--- config.mk ---
export PLATFORM = sky130hd
export DESIGN_NAME = cal_ctrl
export DESIGN_NICKNAME = d
export VERILOG_FILES = /design/src/rtl/cal_ctrl.sv
export SDC_FILE = /design/constraint.sdc
export NUM_CORES = 1
export LEC_CHECK = 0
export BUFFER_PORTS_ARGS = -buffer_cell sky130_fd_sc_hd__buf_2
export CAP_MARGIN = 20
export CORE_UTILIZATION = 25
export DETAILED_ROUTE_END_ITERATION = 8
export PLACE_DENSITY = 0.4
export SYNTH_ARGS = -nofsm -noshare
export SYNTH_HDL_FRONTEND = slang
export SYNTH_SLANG_ARGS = --single-unit
--- constraint.sdc ---
create_clock -name clk -period 13.9 [get_ports clk]
set_input_delay 4.17 -clock clk [delete_from_list [all_inputs] [get_ports clk]]
set_output_delay 4.17 -clock clk [all_outputs]
set_load 0.05 [all_outputs]
--- src/rtl/cal_ctrl.sv ---
module cal_ctrl #(
  parameter int SAMPLE_W = 12,
  parameter int AVG_LOG2 = 6,
  parameter int MAX_ITER = 4,
  parameter int NEAR_PCT = 2,
  parameter int OFF_W    = 8,
  parameter int GAIN_W   = 5,
  parameter int OFF_ZERO = 192
) (
  input  logic                clk,
  input  logic                rst_n,
  input  logic                start,
  input  logic                smp_valid,
  input  logic [SAMPLE_W-1:0] smp_data,
  input  logic [1:0]          smp_chan,
  input  logic                line_start,
  input  logic                line_end,
  output logic                wr_req,
  output logic [2:0]          wr_addr,
  output logic [OFF_W-1:0]    wr_data,
  input  logic                wr_ack,
  output logic                done,
  output logic                fail
);
  localparam int SUM_W = SAMPLE_W + AVG_LOG2;
  localparam int CNT_W = AVG_LOG2 + 1;
  localparam int IT_W  = $clog2(MAX_ITER) + 1;
  localparam logic [31:0] FULL  = 32'((1 << SAMPLE_W) - 1);
  localparam logic [31:0] LAW   = 32'd40;
  localparam logic [31:0] GMAX  = 32'((1 << GAIN_W) - 1);
  localparam logic [31:0] NEED  = FULL * 32'(100 - NEAR_PCT);
  localparam logic [CNT_W-1:0] NSMP = CNT_W'(1 << AVG_LOG2);

  typedef enum logic [2:0] {S_IDLE, S_WR, S_WAIT, S_ACC, S_CALC, S_END} st_t;
  st_t st;

  logic [OFF_W-1:0]  off   [3];
  logic [GAIN_W-1:0] gn    [3];
  logic [OFF_W-1:0]  off_nx[3];
  logic [GAIN_W-1:0] gn_nx [3];
  logic [SUM_W-1:0]  sum   [3];
  logic [CNT_W-1:0]  cnt   [3];
  logic [2:0]        near;
  logic [2:0]        wlast;
  logic [IT_W-1:0]   iter;
  logic              white;

  wire first = (st == S_WAIT) && line_start;
  wire inacc = (st == S_ACC);

  for (genvar c = 0; c < 3; c++) begin : g_ch
    wire hit = smp_valid && (smp_chan == 2'(c));
    logic [31:0] avg, adj, q, t;
    assign avg = 32'(sum[c] >> AVG_LOG2);
    assign adj = (avg * 32'd5 + 32'd4) >> 3;
    assign q   = ((LAW - 32'(gn[c])) * avg) / FULL;
    assign t   = LAW - q;
    assign off_nx[c] = (adj > 32'(off[c])) ? '0 : OFF_W'(32'(off[c]) - adj);
    assign gn_nx[c]  = (t > GMAX) ? GAIN_W'(GMAX) : GAIN_W'(t);
    assign near[c]   = (avg * 32'd100) >= NEED;

    always_ff @(posedge clk) begin
      if (!rst_n) begin
        sum[c] <= '0;
        cnt[c] <= '0;
      end else if (first) begin
        sum[c] <= hit ? SUM_W'(smp_data) : '0;
        cnt[c] <= hit ? CNT_W'(1) : '0;
      end else if (inacc && hit && cnt[c] < NSMP) begin
        sum[c] <= sum[c] + SUM_W'(smp_data);
        cnt[c] <= cnt[c] + 1'b1;
      end
    end
  end

  assign wr_req = (st == S_WR);
  always_comb begin
    wr_data = '0;
    if (wr_addr >= 3'd1 && wr_addr <= 3'd3) wr_data = off[wr_addr - 3'd1];
    else if (wr_addr >= 3'd4 && wr_addr <= 3'd6) wr_data = OFF_W'(gn[wr_addr - 3'd4]);
  end

  always_ff @(posedge clk) begin
    if (!rst_n) begin
      st <= S_IDLE;
      done <= 1'b0;
      fail <= 1'b0;
      iter <= '0;
      white <= 1'b0;
      wr_addr <= 3'd1;
      wlast <= 3'd6;
      for (int c = 0; c < 3; c++) begin
        off[c] <= OFF_W'(OFF_ZERO);
        gn[c]  <= '0;
      end
    end else begin
      case (st)
        S_IDLE, S_END: if (start) begin
          done <= 1'b0;
          fail <= 1'b0;
          iter <= '0;
          wr_addr <= 3'd1;
          wlast <= 3'd6;
          for (int c = 0; c < 3; c++) begin
            off[c] <= OFF_W'(OFF_ZERO);
            gn[c]  <= '0;
          end
          st <= S_WR;
        end
        S_WR: if (wr_ack) begin
          if (wr_addr == wlast) begin
            white <= (wlast == 3'd3);
            st <= S_WAIT;
          end else begin
            wr_addr <= wr_addr + 3'd1;
          end
        end
        S_WAIT: if (line_start) st <= S_ACC;
        S_ACC:  if (line_end) st <= S_CALC;
        S_CALC: begin
          if (!white) begin
            for (int c = 0; c < 3; c++) off[c] <= off_nx[c];
            wr_addr <= 3'd1;
            wlast <= 3'd3;
            st <= S_WR;
          end else if (&near) begin
            done <= 1'b1;
            st <= S_END;
          end else if (iter == IT_W'(MAX_ITER - 1)) begin
            fail <= 1'b1;
            st <= S_END;
          end else begin
            for (int c = 0; c < 3; c++) gn[c] <= gn_nx[c];
            iter <= iter + 1'b1;
            wr_addr <= 3'd4;
            wlast <= 3'd6;
            st <= S_WR;
          end
        end
        default: st <= S_IDLE;
      endcase
    end
  end
endmodule

==> impl_metrics.py, run 1 <==
metrics = {
    "status": {
        "status": "completed",
    },
    "routing": {
        "route.detailed.vias_per_inst": 4.93,
        "drt_pass1_iterations": 5,
        "detail-route-antenna-nets": 0,
        "detailedRoute.firstIterationViolations": 1407,
        "post-route-drc-count": 0,
        "wirelength_mm": 114,
        "post_dr_wirelength_cell_um": 17.0,
        "detailroute.via_count": 33054,
    },
    "timing": {
        "fin_hold_ws_ns": 0.456,
        "final-hold-violation-count": 0,
        "period_share_pct": 97.3,
        "period_minus_slack_ns": 13.52,
        "timing.fmax_mhz": 73.9,
        "grt_setup_unrepaired": "true",
        "tightestPinTransition_ns": 0.965,
        "worst_slew_margin_rel_pct": 35.6,
        "report.final.slew_viol_count": 0,
        "setup-tns-final_ns": 0,
        "fin_skew_ns": 0.0130,
        "timing.final.setup_violations": 0,
    },
    "clock_tree": {
        "postCtsHoldBufs": 0,
        "tritoncts_clock_tree": "built",
        "clock_sinks": 130,
        "clock_latency_ns": 0.48,
        "ctsLongestPathBuffers": 2,
        "cts-root-buf": "sky130_fd_sc_hd__clkbuf_16",
        "clk_pin_slew_ns": 0.07,
        "cts.htree.levels": 4,
        "cts_inserted_buffers": 17,
    },
    "worst_setup_path": {
        "timing.critical_path.required_ns": 14.09,
        "path_class": "flop to flop",
        "worstSetupStartpointType": "flop",
        "worst_path_largest_cell_delay_ns": 0.56,
        "r2r_setup_slack_ns": 0.38,
        "cp_common_cell": "sky130_fd_sc_hd__buf_4",
        "worst_r2r_startpoint": "gn[1][1]",
        "crit_fanout": 7,
        "kind_of_end_point_of_the_critical_path": "flop",
        "startpoint": "gn[1][1]",
        "critPathTopFamily": "simple AND/OR/NAND/NOR gates",
        "worstPathBufferInverterCount": 13,
        "critPathSlowestCell": "sky130_fd_sc_hd__fa_1",
        "critical_path_arrival_ns": 13.71,
    },
    "logic_synthesis": {
        "netlist_area_um2": 32800,
        "post-synth-top-area-cell": "sky130_fd_sc_hd__ha_1",
        "ys_seq_area_share_pct": 11.4,
        "synth_top_flop_cell": "sky130_fd_sc_hd__edfxtp_1",
        "synth.lib_cells_used.distinct": 130,
        "post_synth.cell_area_avg_um2": 8.00,
        "yosys_warnings": 0,
        "synth.top_cell.area_share_pct": 17.3,
        "synth-seq-cells": 130,
        "edff_count_synth": 114,
        "synth_async_sr_flop_share_pct": 0,
        "synth.area.top_cells": "sky130_fd_sc_hd__ha_1, sky130_fd_sc_hd__edfxtp_1, sky130_fd_sc_hd__fa_1",
        "synthCells": 4096,
    },
    "global_routing": {
        "track_usage_pct": 17.0,
        "vias_in_the_first_global_route": 32797,
        "grt-ovfl-total": 0,
        "grt_max_degree": 26,
        "wire_length_of_the_first_global_routing_pass_mm": 180,
        "antenna_found_initial": 7,
    },
    "placement": {
        "placedCellCount": 6584,
        "numPortBuffers": 34,
        "half_perimeter_wire_length_of_the_detailed_placement_result_mm": 95.6,
        "place_congestion": 0.850,
    },
    "finish": {
        "layout_commonest_cell": "sky130_fd_sc_hd__buf_4",
        "share_of_layout_cells_above_drive_strength_1_pct": 28.3,
        "layout_common_cells": "sky130_fd_sc_hd__buf_4, sky130_fd_sc_hd__ha_1, sky130_fd_sc_hd__inv_1",
        "synthesis_to_finish_area_growth_pct": 34.1,
        "nFillCells": 13929,
        "finish.cell_count_without_fillers": 6704,
        "nets": 5567,
    },
    "floorplanning": {
        "floorplan.rows": 132,
        "start_util_pct": 25.2,
        "die_width_um": 364,
        "die_h_um": 364,
        "num_io_pins": 35,
        "floorplan.core_area_um2": 130000,
        "dieArea_um2": 132000,
    },
    "worst_hold_path": {
        "holdCritPathClass": "flop to flop",
        "timing.hold.worst.start": "iter[2]",
    },
    "job": {
        "max-cap-violations": 0,
    },
}
==> worst paths after layout <==
check	cells after the start	end
worst max-delay path	59	gn[1][4]
worst min-delay path	2	iter[2]
worst max register to register	59	gn[1][4]
worst min register to register	2	iter[2]
==> timing repair <==
action,in CTS,in global routing
setup buffers,17,65
gates cloned,1,0
resized for setup,46,329
endpoints found under the setup margin,15,15
pin swaps,23,154
==> worst min-delay path: cells and delay by family (launching register included) <==
| family | cells | cell delay [ns] |
|---|---|---|
| AOI/OAI and AO/OA | 1 | 0.05 |
| DFF | 1 | 0.31 |
| and+or+nand+nor | 1 | 0.05 |
==> routing by layer <==
metal,vias up,GRT usage (%),routed length (um)
met5,-,0,7
li1,16695,-,-
met3,86,1.36,2620
met4,2,3.23,1580
met1,15899,23.0,54800
met2,372,29.3,55000
==> sequential cells by signal, indices dropped and copies added, names as in the netlist, named ones only <==
name,cells
done,1
iter,3
cnt,21
white,1
sum,54
off,24
fail,1
gn,15
st,3
wlast,2
wr_addr,3
==> cell usage after synthesis, types with 90 or more instances <==
cell,number
sky130_fd_sc_hd__a21o_1,100
sky130_fd_sc_hd__a21oi_1,251
sky130_fd_sc_hd__and2_1,163
sky130_fd_sc_hd__edfxtp_1,114
sky130_fd_sc_hd__fa_1,147
sky130_fd_sc_hd__ha_1,453
sky130_fd_sc_hd__inv_1,351
sky130_fd_sc_hd__nand2_1,292
sky130_fd_sc_hd__nand3_1,122
sky130_fd_sc_hd__nor2_1,305
sky130_fd_sc_hd__nor3_1,99
sky130_fd_sc_hd__o21ai_0,169
sky130_fd_sc_hd__xnor2_1,201
sky130_fd_sc_hd__xor2_1,90
==> cells by family after synthesis <==
logic type | after synthesis | share of synthesized area, %
AND/OR/NAND/NOR | 1441 | 23.4
flip-flops | 130 | 11.4
multiplexers | 46 | 1.47
adder cells (fa/ha/maj) | 601 | 26.3
AO/OA/AOI/OAI | 1112 | 23.8
other | 1 | 0.0114
XOR/XNOR | 296 | 8.05
buffers and inverters | 469 | 5.52
==> layout make-up <==
| cell class | instances | area [um2] | area share [%] |
|---|---|---|---|
| Inverter | 353 | 1330 | 3.02 |
| Multi-Input combinational cell | 3499 | 29000 | 66.1 |
| Sequential cell | 130 | 3740 | 8.52 |
| Antenna cell | 3 | 7.51 | 0.0171 |
| Tap cell | 1742 | 2180 | 4.96 |
| Clock inverter | 11 | 77.6 | 0.177 |
| Clock buffer | 21 | 469 | 1.07 |
| Timing Repair Buffer | 945 | 7090 | 16.1 |
==> through the flow <==
step,setup slack (ns),area [um2],utilization (%)
6_report,0.376,43900,33.8
3_5_place_dp,-0.375,41000,31.6
2_1_floorplan,0.000629,32900,-
4_1_cts,-0.0252,41900,32.3
5_1_grt,-0.204,43900,33.8
3_3_place_gp,-0.301,41000,31.6
Power of run 1 is not shown: default switching activity piles up to over one toggle a cycle in this logic, so the estimate is an artifact.
==> inputs of run 2 (changes only) <==
Settings changed: RECOVER_POWER from default to 100.
==> impl_metrics.py, run 2 (synthesized netlist as in run 1, its figures left out) <==
metrics = {
    "status": {
        "status": "complete, but fails checks",
        "failed_checks": "capacitance limit, slew limit",
    },
    "finish": {
        "largest_reg_flops": 54,
        "layout_commonest_cell": "sky130_fd_sc_hd__buf_4",
        "design_area_um2": 43900,
        "largest_register_by_flop_count": "sum",
        "nets": 5567,
        "reg_top3": "sum (54), off (24), cnt (21)",
        "share_of_layout_cells_above_drive_strength_1_pct": 27.7,
        "synthesis_to_finish_area_growth_pct": 33.9,
        "layout_common_cells": "sky130_fd_sc_hd__buf_4, sky130_fd_sc_hd__ha_1, sky130_fd_sc_hd__inv_1",
    },
    "placement": {
        "half_perimeter_wire_length_of_the_detailed_placement_result_mm": 95.6,
        "place_congestion": 0.850,
        "place_ws_ns": -0.375,
        "numPortBuffers": 34,
        "placedInstanceArea_um2": 41000,
    },
    "clock_tree": {
        "clock_latency_ns": 0.48,
        "cts.htree.levels": 4,
        "cts-root-buf": "sky130_fd_sc_hd__clkbuf_16",
        "clk_pin_slew_ns": 0.07,
        "cts_inserted_buffers": 17,
        "ctsLongestPathBuffers": 2,
        "tritoncts_clock_tree": "built",
        "clock_sinks": 130,
    },
    "worst_setup_path": {
        "cp_common_cell": "sky130_fd_sc_hd__buf_4",
        "timing.critical_path.required_ns": 14.09,
        "critPathSlowestCell": "sky130_fd_sc_hd__fa_1",
        "critical_path_arrival_ns": 13.71,
        "worstSetupStartpointType": "flop",
        "worst_r2r_startpoint": "gn[1][1]",
        "worst_path_largest_cell_delay_ns": 0.56,
        "path_class": "flop to flop",
        "startpoint": "gn[1][1]",
        "crit_fanout": 7,
        "kind_of_end_point_of_the_critical_path": "flop",
    },
    "floorplanning": {
        "start_util_pct": 25.2,
        "die_width_um": 364,
        "num_io_pins": 35,
        "floorplan.rows": 132,
        "floorplan.core_area_um2": 130000,
        "dieArea_um2": 132000,
        "die_h_um": 364,
    },
    "timing": {
        "fin_skew_ns": 0.0127,
        "timing.fmax_mhz": 73.9,
        "final-hold-violation-count": 0,
        "timing.final.setup_violations": 0,
        "finalWorstSetupSlack_ns": 0.377,
        "worst_slew_margin_rel_pct": -29.6,
        "report.final.slew_viol_count": 66,
        "period_minus_slack_ns": 13.52,
        "fin_hold_ws_ns": 0.455,
        "period_share_pct": 97.3,
        "grt_setup_unrepaired": "true",
        "tightestPinTransition_ns": 1.94,
    },
    "global_routing": {
        "grt_max_degree": 26,
        "wire_length_of_the_first_global_routing_pass_mm": 180,
        "grt-ovfl-total": 0,
        "vias_in_the_first_global_route": 32797,
        "track_usage_pct": 17.0,
        "antenna_found_initial": 7,
    },
    "routing": {
        "post_dr_wirelength_cell_um": 17.0,
        "drt_pass1_iterations": 5,
        "detailedRoute.firstIterationViolations": 1437,
        "post-route-drc-count": 0,
        "detailroute.via_count": 32995,
        "detail-route-antenna-nets": 0,
        "wirelength_mm": 114,
        "route.detailed.vias_per_inst": 4.92,
    },
    "worst_hold_path": {
        "timing.hold.worst.start": "iter[2]",
        "holdCritPathClass": "flop to flop",
    },
    "job": {
        "max-cap-violations": 3,
    },
}
-- run 2: path summary, 6_finish.rpt --
check                                end  slack [ns]  cells after the start
worst max register to register  gn[1][4]        0.38                     59
worst max-delay path            gn[1][4]        0.38                     59
worst min-delay path             iter[2]        0.46                      2
worst min register to register   iter[2]        0.46                      2
-- run 2: layout make-up --
cell class / count / area [um2]
inverters: 353 / 1330
clock buffers: 21 / 469
flip-flops and latches: 130 / 3740
well taps: 1742 / 2180
clock inverters: 11 / 77.6
fillers: 13944 / 85900
diodes: 4 / 10.0
repair buffers: 945 / 7040
multi-input cells: 3499 / 29000
-- run 2: stage by stage --
| stage | TNS (ns) | util (%) | cells |
|---|---|---|---|
| floorplan | 0 | - | 4098 |
| global placement | -1.89 | 31.6 | 6584 |
| detailed placement | -2.05 | 31.6 | 6584 |
| CTS | -0.0252 | 32.3 | 6634 |
| global route | -1.82 | 33.8 | 6701 |
| finish | 0 | 33.8 | 6705 |
-- run 2: worst max-delay path: cells and delay by family (launching register included) --
kind	cells	cell delay [ns]
DFF	1	0.43
buffers and inverters	13	1.66
xor gates and xnor gates	3	0.42
and+or+nand+nor	21	4.41
adders and majority gates	7	2.22
AOI/OAI and AO/OA	14	3.74
muxes	1	0.31
-- run 2: timing repair --
| item | in CTS | in global routing |
|---|---|---|
| buffers inserted | 17 | 65 |
| hold buffers | 0 | 0 |
| endpoints found under the setup margin | 15 | 15 |
| hold endpoints to repair | 0 | 0 |
| gates resized for setup | 46 | 329 |
| gates cloned | 1 | 0 |
| pin swaps | 23 | 154 |
-- run 2: metal layers --
metal	vias up	track usage, %	share of wire [%]
met3	81	1.36	2.3
met2	348	29.3	48
met4	2	3.23	1.3
met1	15867	23.0	48
met5	-	0	0.0061
li1	16697	-	-
Power of run 2 is left out for the same reason.
